`src/rtl/batmon_pkg.sv`:
```
package batmon_pkg;
  typedef enum logic [1:0] {
    LVL_NONE  = 2'd0,
    LVL_FULL  = 2'd1,
    LVL_MIXED = 2'd2
  } lvl_t;
endpackage

```
`src/rtl/batmon_classify.sv`:
```
module batmon_classify
  import batmon_pkg::*;
#(
  parameter int NIB_W = 4
) (
  input  logic [NIB_W-1:0] nib,
  output lvl_t             lvl
);
  always_comb begin
    if (nib == '0)      lvl = LVL_NONE;
    else if (&nib)      lvl = LVL_FULL;
    else                lvl = LVL_MIXED;
  end
endmodule

```
`src/rtl/batmon_debounce.sv`:
```
module batmon_debounce
  import batmon_pkg::*;
#(
  parameter int DEB_RELOAD = 80
) (
  input  logic clk,
  input  logic rst_n,
  input  logic tick,
  input  lvl_t lvl,
  output logic batt,
  output logic drop_evt,
  output logic rise_evt,
  output logic restore_now
);
  localparam int DEB_W = $clog2(DEB_RELOAD + 1);
  localparam logic [DEB_W-1:0] RELOAD = DEB_W'(DEB_RELOAD);

  logic [DEB_W-1:0] deb_q, deb_nx, deb_tmp;
  logic             batt_q, batt_nx, drop_q, drop_nx, rise_q, rise_nx;

  always_comb begin
    deb_tmp     = deb_q;
    deb_nx      = deb_q;
    batt_nx     = batt_q;
    drop_nx     = 1'b0;
    rise_nx     = 1'b0;
    restore_now = 1'b0;
    if (tick) begin
      unique case (lvl)
        LVL_NONE: begin
          if (batt_q && deb_q == '0) begin
            batt_nx = 1'b0;
            drop_nx = 1'b1;
            deb_tmp = RELOAD;
          end else if (!batt_q) begin
            deb_tmp = RELOAD;
          end
        end
        LVL_FULL: begin
          if (!batt_q && deb_q == '0) begin
            batt_nx     = 1'b1;
            rise_nx     = 1'b1;
            restore_now = 1'b1;
            deb_tmp     = RELOAD;
          end else if (batt_q) begin
            deb_tmp = RELOAD;
          end
        end
        default: deb_tmp = RELOAD;
      endcase
      deb_nx = (deb_tmp != '0) ? deb_tmp - 1'b1 : '0;
    end
  end

  always_ff @(posedge clk or negedge rst_n) begin
    if (!rst_n) begin
      deb_q  <= '0;
      batt_q <= 1'b0;
      drop_q <= 1'b0;
      rise_q <= 1'b0;
    end else begin
      deb_q  <= deb_nx;
      batt_q <= batt_nx;
      drop_q <= drop_nx;
      rise_q <= rise_nx;
    end
  end

  assign batt     = batt_q;
  assign drop_evt = drop_q;
  assign rise_evt = rise_q;

  assert_onhook_edge_R4: assert property (@(posedge clk) disable iff (!rst_n)
    drop_q |-> (!batt_q && $past(batt_q)));
  assert_offhook_edge_R3: assert property (@(posedge clk) disable iff (!rst_n)
    rise_q |-> (batt_q && !$past(batt_q)));
  assert_idle_hold_R7: assert property (@(posedge clk) disable iff (!rst_n)
    !tick |=> ($stable(batt_q) && $stable(deb_q)));
  assert_excl_events_R10: assert property (@(posedge clk) disable iff (!rst_n)
    !(drop_q && rise_q));
  assert_deb_window_R6: assert property (@(posedge clk) disable iff (!rst_n)
    deb_q < RELOAD);
  assert_mixed_hold_R2: assert property (@(posedge clk) disable iff (!rst_n)
    (tick && lvl == LVL_MIXED) |=> ($stable(batt_q) && !drop_q && !rise_q));
endmodule

```
`src/rtl/batmon_loss.sv`:
```
module batmon_loss #(
  parameter int LOSS_LIMIT = 5000
) (
  input  logic clk,
  input  logic rst_n,
  input  logic tick,
  input  logic is_none,
  input  logic restore,
  output logic alarm,
  output logic alarm_chg
);
  localparam int CNT_W = $clog2(LOSS_LIMIT + 2);
  localparam logic [CNT_W-1:0] CNT_MAX = CNT_W'(LOSS_LIMIT + 1);
  localparam logic [CNT_W-1:0] LIMIT   = CNT_W'(LOSS_LIMIT);

  logic [CNT_W-1:0] cnt_q, cnt_nx, cnt_inc;
  logic             alarm_q, alarm_nx, chg_q, chg_nx;

  always_comb begin
    cnt_inc  = (cnt_q == CNT_MAX) ? cnt_q : cnt_q + 1'b1;
    cnt_nx   = cnt_q;
    alarm_nx = alarm_q;
    chg_nx   = 1'b0;
    if (tick) begin
      if (is_none) begin
        cnt_nx = cnt_inc;
        if (cnt_inc > LIMIT && !alarm_q) begin
          alarm_nx = 1'b1;
          chg_nx   = 1'b1;
        end
      end else if (restore) begin
        cnt_nx = '0;
        if (alarm_q) begin
          alarm_nx = 1'b0;
          chg_nx   = 1'b1;
        end
      end
    end
  end

  always_ff @(posedge clk or negedge rst_n) begin
    if (!rst_n) begin
      cnt_q   <= '0;
      alarm_q <= 1'b0;
      chg_q   <= 1'b0;
    end else begin
      cnt_q   <= cnt_nx;
      alarm_q <= alarm_nx;
      chg_q   <= chg_nx;
    end
  end

  assign alarm     = alarm_q;
  assign alarm_chg = chg_q;

  assert_alarm_rise_R8: assert property (@(posedge clk) disable iff (!rst_n)
    $rose(alarm_q) |-> chg_q);
  assert_alarm_fall_R9: assert property (@(posedge clk) disable iff (!rst_n)
    $fell(alarm_q) |-> chg_q);
  assert_chg_real_R10: assert property (@(posedge clk) disable iff (!rst_n)
    chg_q |-> (alarm_q != $past(alarm_q)));
  assert_cnt_sat_R8: assert property (@(posedge clk) disable iff (!rst_n)
    cnt_q <= CNT_MAX);
endmodule

```
`src/rtl/batt_monitor.sv`:
```
module batt_monitor
  import batmon_pkg::*;
#(
  parameter int NIB_W      = 4,
  parameter int DEB_RELOAD = 80,
  parameter int LOSS_LIMIT = 5000
) (
  input  logic             clk,
  input  logic             rst_n,
  input  logic             tick,
  input  logic [NIB_W-1:0] line_stat,
  output logic             battery_present,
  output logic             onhook_evt,
  output logic             offhook_evt,
  output logic             red_alarm,
  output logic             alarm_change
);
  logic [1:0] rst_sync_q;
  logic       rst_int_n;
  lvl_t       lvl;
  logic       restore_now;

  always_ff @(posedge clk or negedge rst_n) begin
    if (!rst_n) rst_sync_q <= 2'b00;
    else        rst_sync_q <= {rst_sync_q[0], 1'b1};
  end
  assign rst_int_n = rst_sync_q[1];

  batmon_classify #(.NIB_W(NIB_W)) u_class (
    .nib (line_stat),
    .lvl (lvl)
  );

  batmon_debounce #(.DEB_RELOAD(DEB_RELOAD)) u_deb (
    .clk         (clk),
    .rst_n       (rst_int_n),
    .tick        (tick),
    .lvl         (lvl),
    .batt        (battery_present),
    .drop_evt    (onhook_evt),
    .rise_evt    (offhook_evt),
    .restore_now (restore_now)
  );

  batmon_loss #(.LOSS_LIMIT(LOSS_LIMIT)) u_loss (
    .clk       (clk),
    .rst_n     (rst_int_n),
    .tick      (tick),
    .is_none   (lvl == LVL_NONE),
    .restore   (restore_now),
    .alarm     (red_alarm),
    .alarm_chg (alarm_change)
  );

  assert_reset_quiet_R1: assert property (@(posedge clk) disable iff (!rst_n)
    !rst_int_n |=> (!battery_present && !red_alarm && !onhook_evt && !offhook_evt));
endmodule

```
`config.mk`:
```
export PLATFORM = sky130hd
export DESIGN_NAME = batt_monitor
export DESIGN_NICKNAME = d
export VERILOG_FILES = /design/src/rtl/batmon_pkg.sv /design/src/rtl/batmon_classify.sv /design/src/rtl/batmon_debounce.sv /design/src/rtl/batmon_loss.sv /design/src/rtl/batt_monitor.sv
export SDC_FILE = /design/constraint.sdc
export NUM_CORES = 1
export LEC_CHECK = 0
export BUFFER_PORTS_ARGS = -buffer_cell sky130_fd_sc_hd__buf_2
export CORE_MARGIN = 1
export CORE_UTILIZATION = 54
export CTS_CLUSTER_DIAMETER = 150
export DETAILED_ROUTE_END_ITERATION = 8
export PLACE_DENSITY = 0.75
export SLEW_MARGIN = 20
export SYNTH_ARGS = -nofsm -noshare
export SYNTH_HDL_FRONTEND = slang
export SYNTH_SLANG_ARGS = --single-unit
```
`constraint.sdc`:
```
create_clock -name clk -period 0.8 [get_ports clk]
set_input_delay 0.12 -clock clk [delete_from_list [all_inputs] [get_ports clk]]
set_output_delay 0.12 -clock clk [all_outputs]
set_load 0.05 [all_outputs]
```
==> results.cfg, run 1 <==
[status]
status = stopped before the end
haltStage = global routing
first-error = [ERROR DPL-0038] Utilization greater than 100%, impossible to legalize

[die]
row_count = 19
design.portCount = 12
die_h_um = 57.9
die_w_um = 57.9
initial_core_util = 0.592

[synth]
netlist-cell-type-count = 43
synthesis.nets = 210
synth_cells = 199
ys.flop_type = dfrtp_1
postSynthAreaPerCell_um2 = 8.49
ys_seq_area_frac = 0.400
synth_warnings = 0
async_reset_ff_frac = 1.00
synth_edf_count = 0
synthesis.area_mm2 = 0.00169
synth-seq-cells = 27

[global_route]
grt_start_max_net_pins = 26

[placed_design]
pre_cts_ws_ns = -1.50
dp_hpwl_um = 3360
port-buffer-count = 11
place_congestion = 0.880

[timing]
worstEpCategory = register data pin
crit_endpoint = u_loss.alarm$_DFFE_PN0P_/D

[clocking]
cts_buffers = 3
clockRootBuffer = clkbuf_4
max-clock-path-buffers = 2
numClockSinks = 27
htreeDepth = 1
## Yosys cell counts, types with 3 or more instances
cell type   n  area share
ha_1        4       0.030
nand2_1    19       0.042
buf_2       3      0.0089
nand4_1     3       0.011
and3_1      6       0.022
a21oi_1     8       0.024
dfrtp_1    27        0.40
o21ai_0    24       0.071
xor2_1      3       0.016
buf_6       4       0.027
o31ai_1     8       0.036
and2_1      4       0.015
mux2i_1     3       0.018
nand3_1    17       0.050
nor2_1     20       0.044
nor3_1      5       0.015
clkbuf_1    4      0.0089
inv_1       4      0.0089
## cell families after synthesis
logic type / share of synthesized area
compound gates: 0.214
xor+xnor: 0.0156
fa+ha+maj: 0.0296
buf+inv: 0.0533
flops: 0.400
mux: 0.0178
other cells: 0.00222
simple gates: 0.267
## through the flow
step	std cells	hold slack (ns)	cell area [um^2]
after floorplan	199	-0.176	1910
after global placement	282	-0.0952	2330
after detailed placement	282	-0.0897	2330
after CTS	298	0.0619	2640
## repair_timing
item | 4_1_cts
resized for setup | 50
buffers inserted | 12
hold buffers | 1
endpoints found under the setup margin | 30
pin swaps | 19
endpoints found under the hold margin | 2
==> inputs of run 2 (changes only) <==
--- a/config.mk
+++ b/config.mk
@@ -7,10 +7,9 @@
 export LEC_CHECK = 0
 export BUFFER_PORTS_ARGS = -buffer_cell sky130_fd_sc_hd__buf_2
 export CORE_MARGIN = 1
-export CORE_UTILIZATION = 54
-export CTS_CLUSTER_DIAMETER = 150
+export CORE_UTILIZATION = 39
 export DETAILED_ROUTE_END_ITERATION = 8
-export PLACE_DENSITY = 0.75
+export PLACE_DENSITY_LB_ADDON = 0.15
 export SLEW_MARGIN = 20
 export SYNTH_ARGS = -nofsm -noshare
 export SYNTH_HDL_FRONTEND = slang
==> constraint.sdc (replaced) <==
create_clock -name clk -period 1.04 [get_ports clk]
set_input_delay 0.156 -clock clk [delete_from_list [all_inputs] [get_ports clk]]
set_output_delay 0.156 -clock clk [all_outputs]
set_load 0.05 [all_outputs]
==> run 2 against run 1 <==
Compared with the run above: the flow now finishes, with violations (setup timing); synthesized cell count is the same; synthesized area is the same.
==> results.cfg, run 2 <==
[clocking]
max-clock-path-buffers = 2
clk_pin_slew_ns = 0.10
clock_latency_ns = 0.28
cts_buffers = 3
htreeDepth = 1
numClockSinks = 27
clockRootBuffer = clkbuf_8
cts_tree = yes

[detailed_routing]
route.vias.total = 1866
wl_per_cell_um = 17.2
wirelength_um = 5590
drc_errors = 0
viasPerCell = 5.74
ant_nets = 0
drtIter0Drc = 86
dr.pass1.iters = 4

[power]
ir_worst_vdd_mv = 0.786
switching_share = 0.315
switchingPower_w = 0.000838
p_int_w = 0.00182
combPwrFrac = 0.330
p_clk_frac = 0.234
p_seq_frac = 0.436
p_per_area_mw_per_mm2 = 932
p_leak_nw = 1.23

[timing]
finalWorstSetupSlack_ns = -1.33
setup_tns_ns = -17.20
rsz0062_at_grt = true
setup_viol = 26
fmax_ghz = 0.421
clock_skew_ns = 0.00406
finalHoldViolCount = 0
finalCriticalPeriod_ns = 2.37
slew_viol_final = 0
min_period_over_period = 2.28

[synth]
synth.largest_area_cell = dfrtp_1
synth_compound_area_frac = 0.214
synth-seq-cells = 27
yosysMostFrequentCell = dfrtp_1
synth_top_family_by_area = simple AND/OR/NAND/NOR gates
synth_common_cells = dfrtp_1, o21ai_0, nor2_1
yosysTopAreaCellShare = 0.400
synth_area_leaders = dfrtp_1, o21ai_0, nand3_1
synth_xor_area_frac = 0.0156
async_reset_ff_frac = 1.00
postSynthAreaPerCell_um2 = 8.49
post_synth_mux_area_share = 0.0178
netlist-cell-type-count = 43
synth_fa_ha_area_frac = 0.0296
synthSimpleGateAreaFrac = 0.267
synth_warnings = 0
ys_seq_area_frac = 0.400
synthesis.nets = 210
synth_edf_count = 0
ys.flop_type = dfrtp_1
synthesis.area_mm2 = 0.00169
synth_cells = 199

[setup_path]
crit_required_ns = 1.21
worstPathMaxFanout = 3
critPathKind = reg -> reg
start_kind = flip-flop
critPathCaptureType = flip-flop
crit_arrival_ns = 2.55

[global_route]
antenna_found_initial = 0
grt_pass1_wl_um = 8800
track_usage = 0.260
overflow = 0
grt_start_max_net_pins = 26
grt_pass1_vias = 1859

[final_layout]
largest-register = u_loss.cnt_q
stdcell_count = 325
final_nets = 287
layout_commonest_cell = buf_4
design_area_mm2 = 0.00285
largest_reg_flops = 13
area_growth_pct = 68.8
final_cell_mix = buf_4, dfrtp_1, nor2_1, nand2_1, buf_6
top_regs = u_loss.cnt_q (13), u_deb.deb_q (7), rst_sync_q (2)
finish.utilization = 0.698
drive_above_1_share = 0.560
antenna_cells = 0

[placed_design]
place_congestion = 0.878
place_area_mm2 = 0.00240
placed_cells = 309
pre_cts_ws_ns = -1.32
port-buffer-count = 11
dp_hpwl_um = 3720

[hold_path]
hold_path_class = in -> async

[run]
maxCapViolCount = 0

[status]
violations = setup timing
status = complete, but fails checks

[die]
coreArea_mm2 = 0.00409
die_w_um = 67.8
design.portCount = 12
die_h_um = 67.8
row_count = 23
initial_core_util = 0.413
die_area_mm2 = 0.00460
## run 2: final cells by class
cell class	count	area [um^2]
Multi-Input combinational cell	157	1370
Fill cell	330	1230
Sequential cell	27	681
Timing Repair Buffer	83	674
Tap cell	50	62.6
Clock buffer	3	41.3
Inverter	4	15.0
Clock inverter	1	5.00
## run 2: final timing paths
path / startpoint / endpoint / slack [ns] / cells after the start
setup / recovery: u_loss.cnt_q[4]$_DFFE_PN0P_ / u_loss.alarm$_DFFE_PN0P_ / -1.33 / 7
hold / removal: rst_n / rst_sync_q[0]$_DFF_PN0_ / 0.18 / 2
setup reg to reg: u_loss.cnt_q[4]$_DFFE_PN0P_ / u_loss.alarm$_DFFE_PN0P_ / -1.33 / 7
hold reg to reg: rst_sync_q[1]$_DFF_PN0_ / u_loss.cnt_q[8]$_DFFE_PN0P_ / 0.25 / 1
max in group asynchronous: rst_sync_q[1]$_DFF_PN0_ / u_loss.cnt_q[0]$_DFFE_PN0P_ / 0.52 / 1
min in group clk: line_stat[2] / u_deb.batt$_DFFE_PN0P_ / 0.20 / 3
## run 2: power groups by stage
stage               logic, W  clock network, W  registers [W]
finish              0.000879          0.000621        0.00116
global route        0.000947          0.000666        0.00117
CTS                 0.000762          0.000629        0.00116
detailed placement  0.000641                 0        0.00117
global placement    0.000611                 0        0.00117
floorplan           0.000293                 0        0.00124
## run 2: kinds of logic (layout without fill, tap and decap cells)
kind of cell | count (synthesis) | after routing
and+or+nand+nor | 89 | 89
AOI/OAI and AO/OA | 57 | 57
DFF | 27 | 27
buffers and inverters | 15 | 91
adders and majority gates | 4 | 4
xor gates and xnor gates | 3 | 3
muxes | 3 | 3
other | 1 | 1
## run 2: per-layer routing
metal,GRT usage,up-vias,share of wire
met3,0.0233,10,0.024
met2,0.447,36,0.51
met4,0.0807,0,0.017
li1,-,887,-
met1,0.343,933,0.45
met5,0,-,0
## run 2: metrics by stage
stage	hold slack [ns]	power (W)
after floorplan	-0.140	0.00153
after global placement	-0.0585	0.00178
after detailed placement	-0.0556	0.00181
after CTS	0.178	0.00255
after global routing	0.206	0.00278
final	0.180	0.00266
## run 2: timing repair
item,4_1_cts,5_1_grt
setup endpoints to repair,28,29
gates resized for setup,40,33
pin swaps,28,16
endpoints found under the hold margin,2,0
hold buffers,1,0
setup buffers,7,8
## run 2: worst max-delay path, cell delays in order, from the launching register on
cell	delay (ns)
dfrtp_1	0.39
or3_4	0.41
or4_4	0.43
or3_4	0.35
a221oi_2	0.33
o32ai_2	0.14
a21oi_2	0.17
nor2_1	0.05
Power figures use the tool's default switching activity.
==> inputs of run 3 (changes only) <==
--- a/config.mk
+++ b/config.mk
@@ -5,7 +5,7 @@
 export SDC_FILE = /design/constraint.sdc
 export NUM_CORES = 1
 export LEC_CHECK = 0
-export BUFFER_PORTS_ARGS = -buffer_cell sky130_fd_sc_hd__buf_2
+export BUFFER_PORTS_ARGS = -buffer_cell sky130_fd_sc_hd__buf_4
 export CORE_MARGIN = 1
 export CORE_UTILIZATION = 39
 export DETAILED_ROUTE_END_ITERATION = 8
==> run 3 against run 2 <==
Compared with the run above: the run still ends with setup timing left; non-clock buffer count fell by 7; utilization shrank 3.1 points; clock power up 1%; sequential share of layout area grew 1.1 points; critical path depth did not move; setup slack improved by 0.13 ns; die area did not move; sequential cell count unchanged; via count down 5.3%; worst hold slack worse by 0.052 ns; wire length down 11%; clock-buffer cell count unchanged.
==> results.cfg, run 3 (same netlist as run 2, synthesis figures left out) <==
[final_layout]
stdcell_count = 318
finish.utilization = 0.667
final_nets = 280
drive_above_1_share = 0.507
largest-register = u_loss.cnt_q
final_cell_mix = buf_4, dfrtp_1, nor2_1, nand2_1, o21ai_1
antenna_cells = 0
area_growth_pct = 61.4
layout_commonest_cell = buf_4
largest_reg_flops = 13
design_area_mm2 = 0.00273
top_regs = u_loss.cnt_q (13), u_deb.deb_q (7), rst_sync_q (2)

[setup_path]
critPathCaptureType = flip-flop
crit_arrival_ns = 2.43
crit_required_ns = 1.22
worstPathMaxFanout = 2
start_kind = flip-flop
reg2regPathDepth = 7
critPathKind = reg -> reg

[die]
initial_core_util = 0.413
die_w_um = 67.8
design.portCount = 12
die_area_mm2 = 0.00460
row_count = 23
die_h_um = 67.8
coreArea_mm2 = 0.00409

[detailed_routing]
route.vias.total = 1768
viasPerCell = 5.56
wl_per_cell_um = 15.7
wirelength_um = 4990
drc_errors = 0
drtIter0Drc = 87
dr.pass1.iters = 4
ant_nets = 0

[hold_path]
min_path_cells = 3
hold_path_class = in -> reg

[status]
status = complete, but fails checks
violations = setup timing

[power]
p_leak_nw = 1.17
p_per_area_mw_per_mm2 = 941
ir_worst_vdd_mv = 0.939

[placed_design]
placed_cells = 306
dp_hpwl_um = 3490
place_congestion = 0.855
place_area_mm2 = 0.00243
port-buffer-count = 11

[timing]
setup_tns_ns = -15.55
setup_viol = 26
hold_slack_ns = 0.128
fmax_ghz = 0.445
clock_skew_ns = 0.00394
min_period_over_period = 2.16
rsz0062_at_grt = true
finalCriticalPeriod_ns = 2.25
finalWorstSetupSlack_ns = -1.21
slew_viol_final = 0
finalHoldViolCount = 0

[global_route]
antenna_found_initial = 0
grt_start_max_net_pins = 26
overflow = 0
grt_pass1_vias = 1799
grt_pass1_wl_um = 8460
track_usage = 0.249

[clocking]
htreeDepth = 1
max-clock-path-buffers = 2
clockRootBuffer = clkbuf_8
cts_tree = yes
numClockSinks = 27
clk_pin_slew_ns = 0.10
cts_buffers = 3
clock_latency_ns = 0.28

[run]
maxCapViolCount = 0
## run 3: through the flow
stage	worst slack, ns	power (W)
after floorplan	-1.34	0.00153
after global routing	-1.31	0.00271
after global placement	-1.23	0.00182
after CTS	-1.23	0.00257
after detailed placement	-1.28	0.00184
final	-1.21	0.00257
## run 3: final timing paths
path	start	end	slack, ns
hold reg to reg	rst_sync_q[1]$_DFF_PN0_	u_loss.cnt_q[8]$_DFFE_PN0P_	0.24
max in group asynchronous	rst_sync_q[1]$_DFF_PN0_	u_loss.cnt_q[1]$_DFFE_PN0P_	0.52
setup / recovery	u_loss.cnt_q[4]$_DFFE_PN0P_	u_loss.alarm$_DFFE_PN0P_	-1.21
min in group asynchronous	rst_n	rst_sync_q[0]$_DFF_PN0_	0.18
setup reg to reg	u_loss.cnt_q[4]$_DFFE_PN0P_	u_loss.alarm$_DFFE_PN0P_	-1.21
hold / removal	line_stat[2]	u_deb.batt$_DFFE_PN0P_	0.13
## run 3: report_power, final
group | switching [W] | internal [W] | total (W)
sequential | 0.0000432 | 0.00111 | 0.00116
clock | 0.000353 | 0.000273 | 0.000627
combinational | 0.000398 | 0.000386 | 0.000784
## run 3: final cells by class
class / count / area [um^2]
fill: 316 / 1360
inverter: 4 / 15.0
sequential: 27 / 681
clock inverter: 1 / 7.51
clock buffer: 3 / 41.3
tap: 50 / 62.6
multi-input combinational: 157 / 1270
timing repair buffer: 76 / 651
## run 3: critical path, stage by stage (launching register included)
cell and delay (ns):
dfrtp_1 0.40, or3_4 0.39, or4_4 0.43, or3_1 0.33, a221oi_2 0.27, o32ai_2 0.12
a21oi_1 0.16, nor2_1 0.06
## run 3: repair_timing
item	4_1_cts	5_1_grt
pin swaps	32	17
hold buffers	1	0
buffers inserted	6	2
endpoints found under the hold margin	2	0
resized for setup	31	14
endpoints found under the setup margin	27	28
## run 3: metal layers
layer  track usage  wire length, um
met2         0.403             2390
met3        0.0300              192
met1         0.344             2340
met5             0                0
met4        0.0833               70
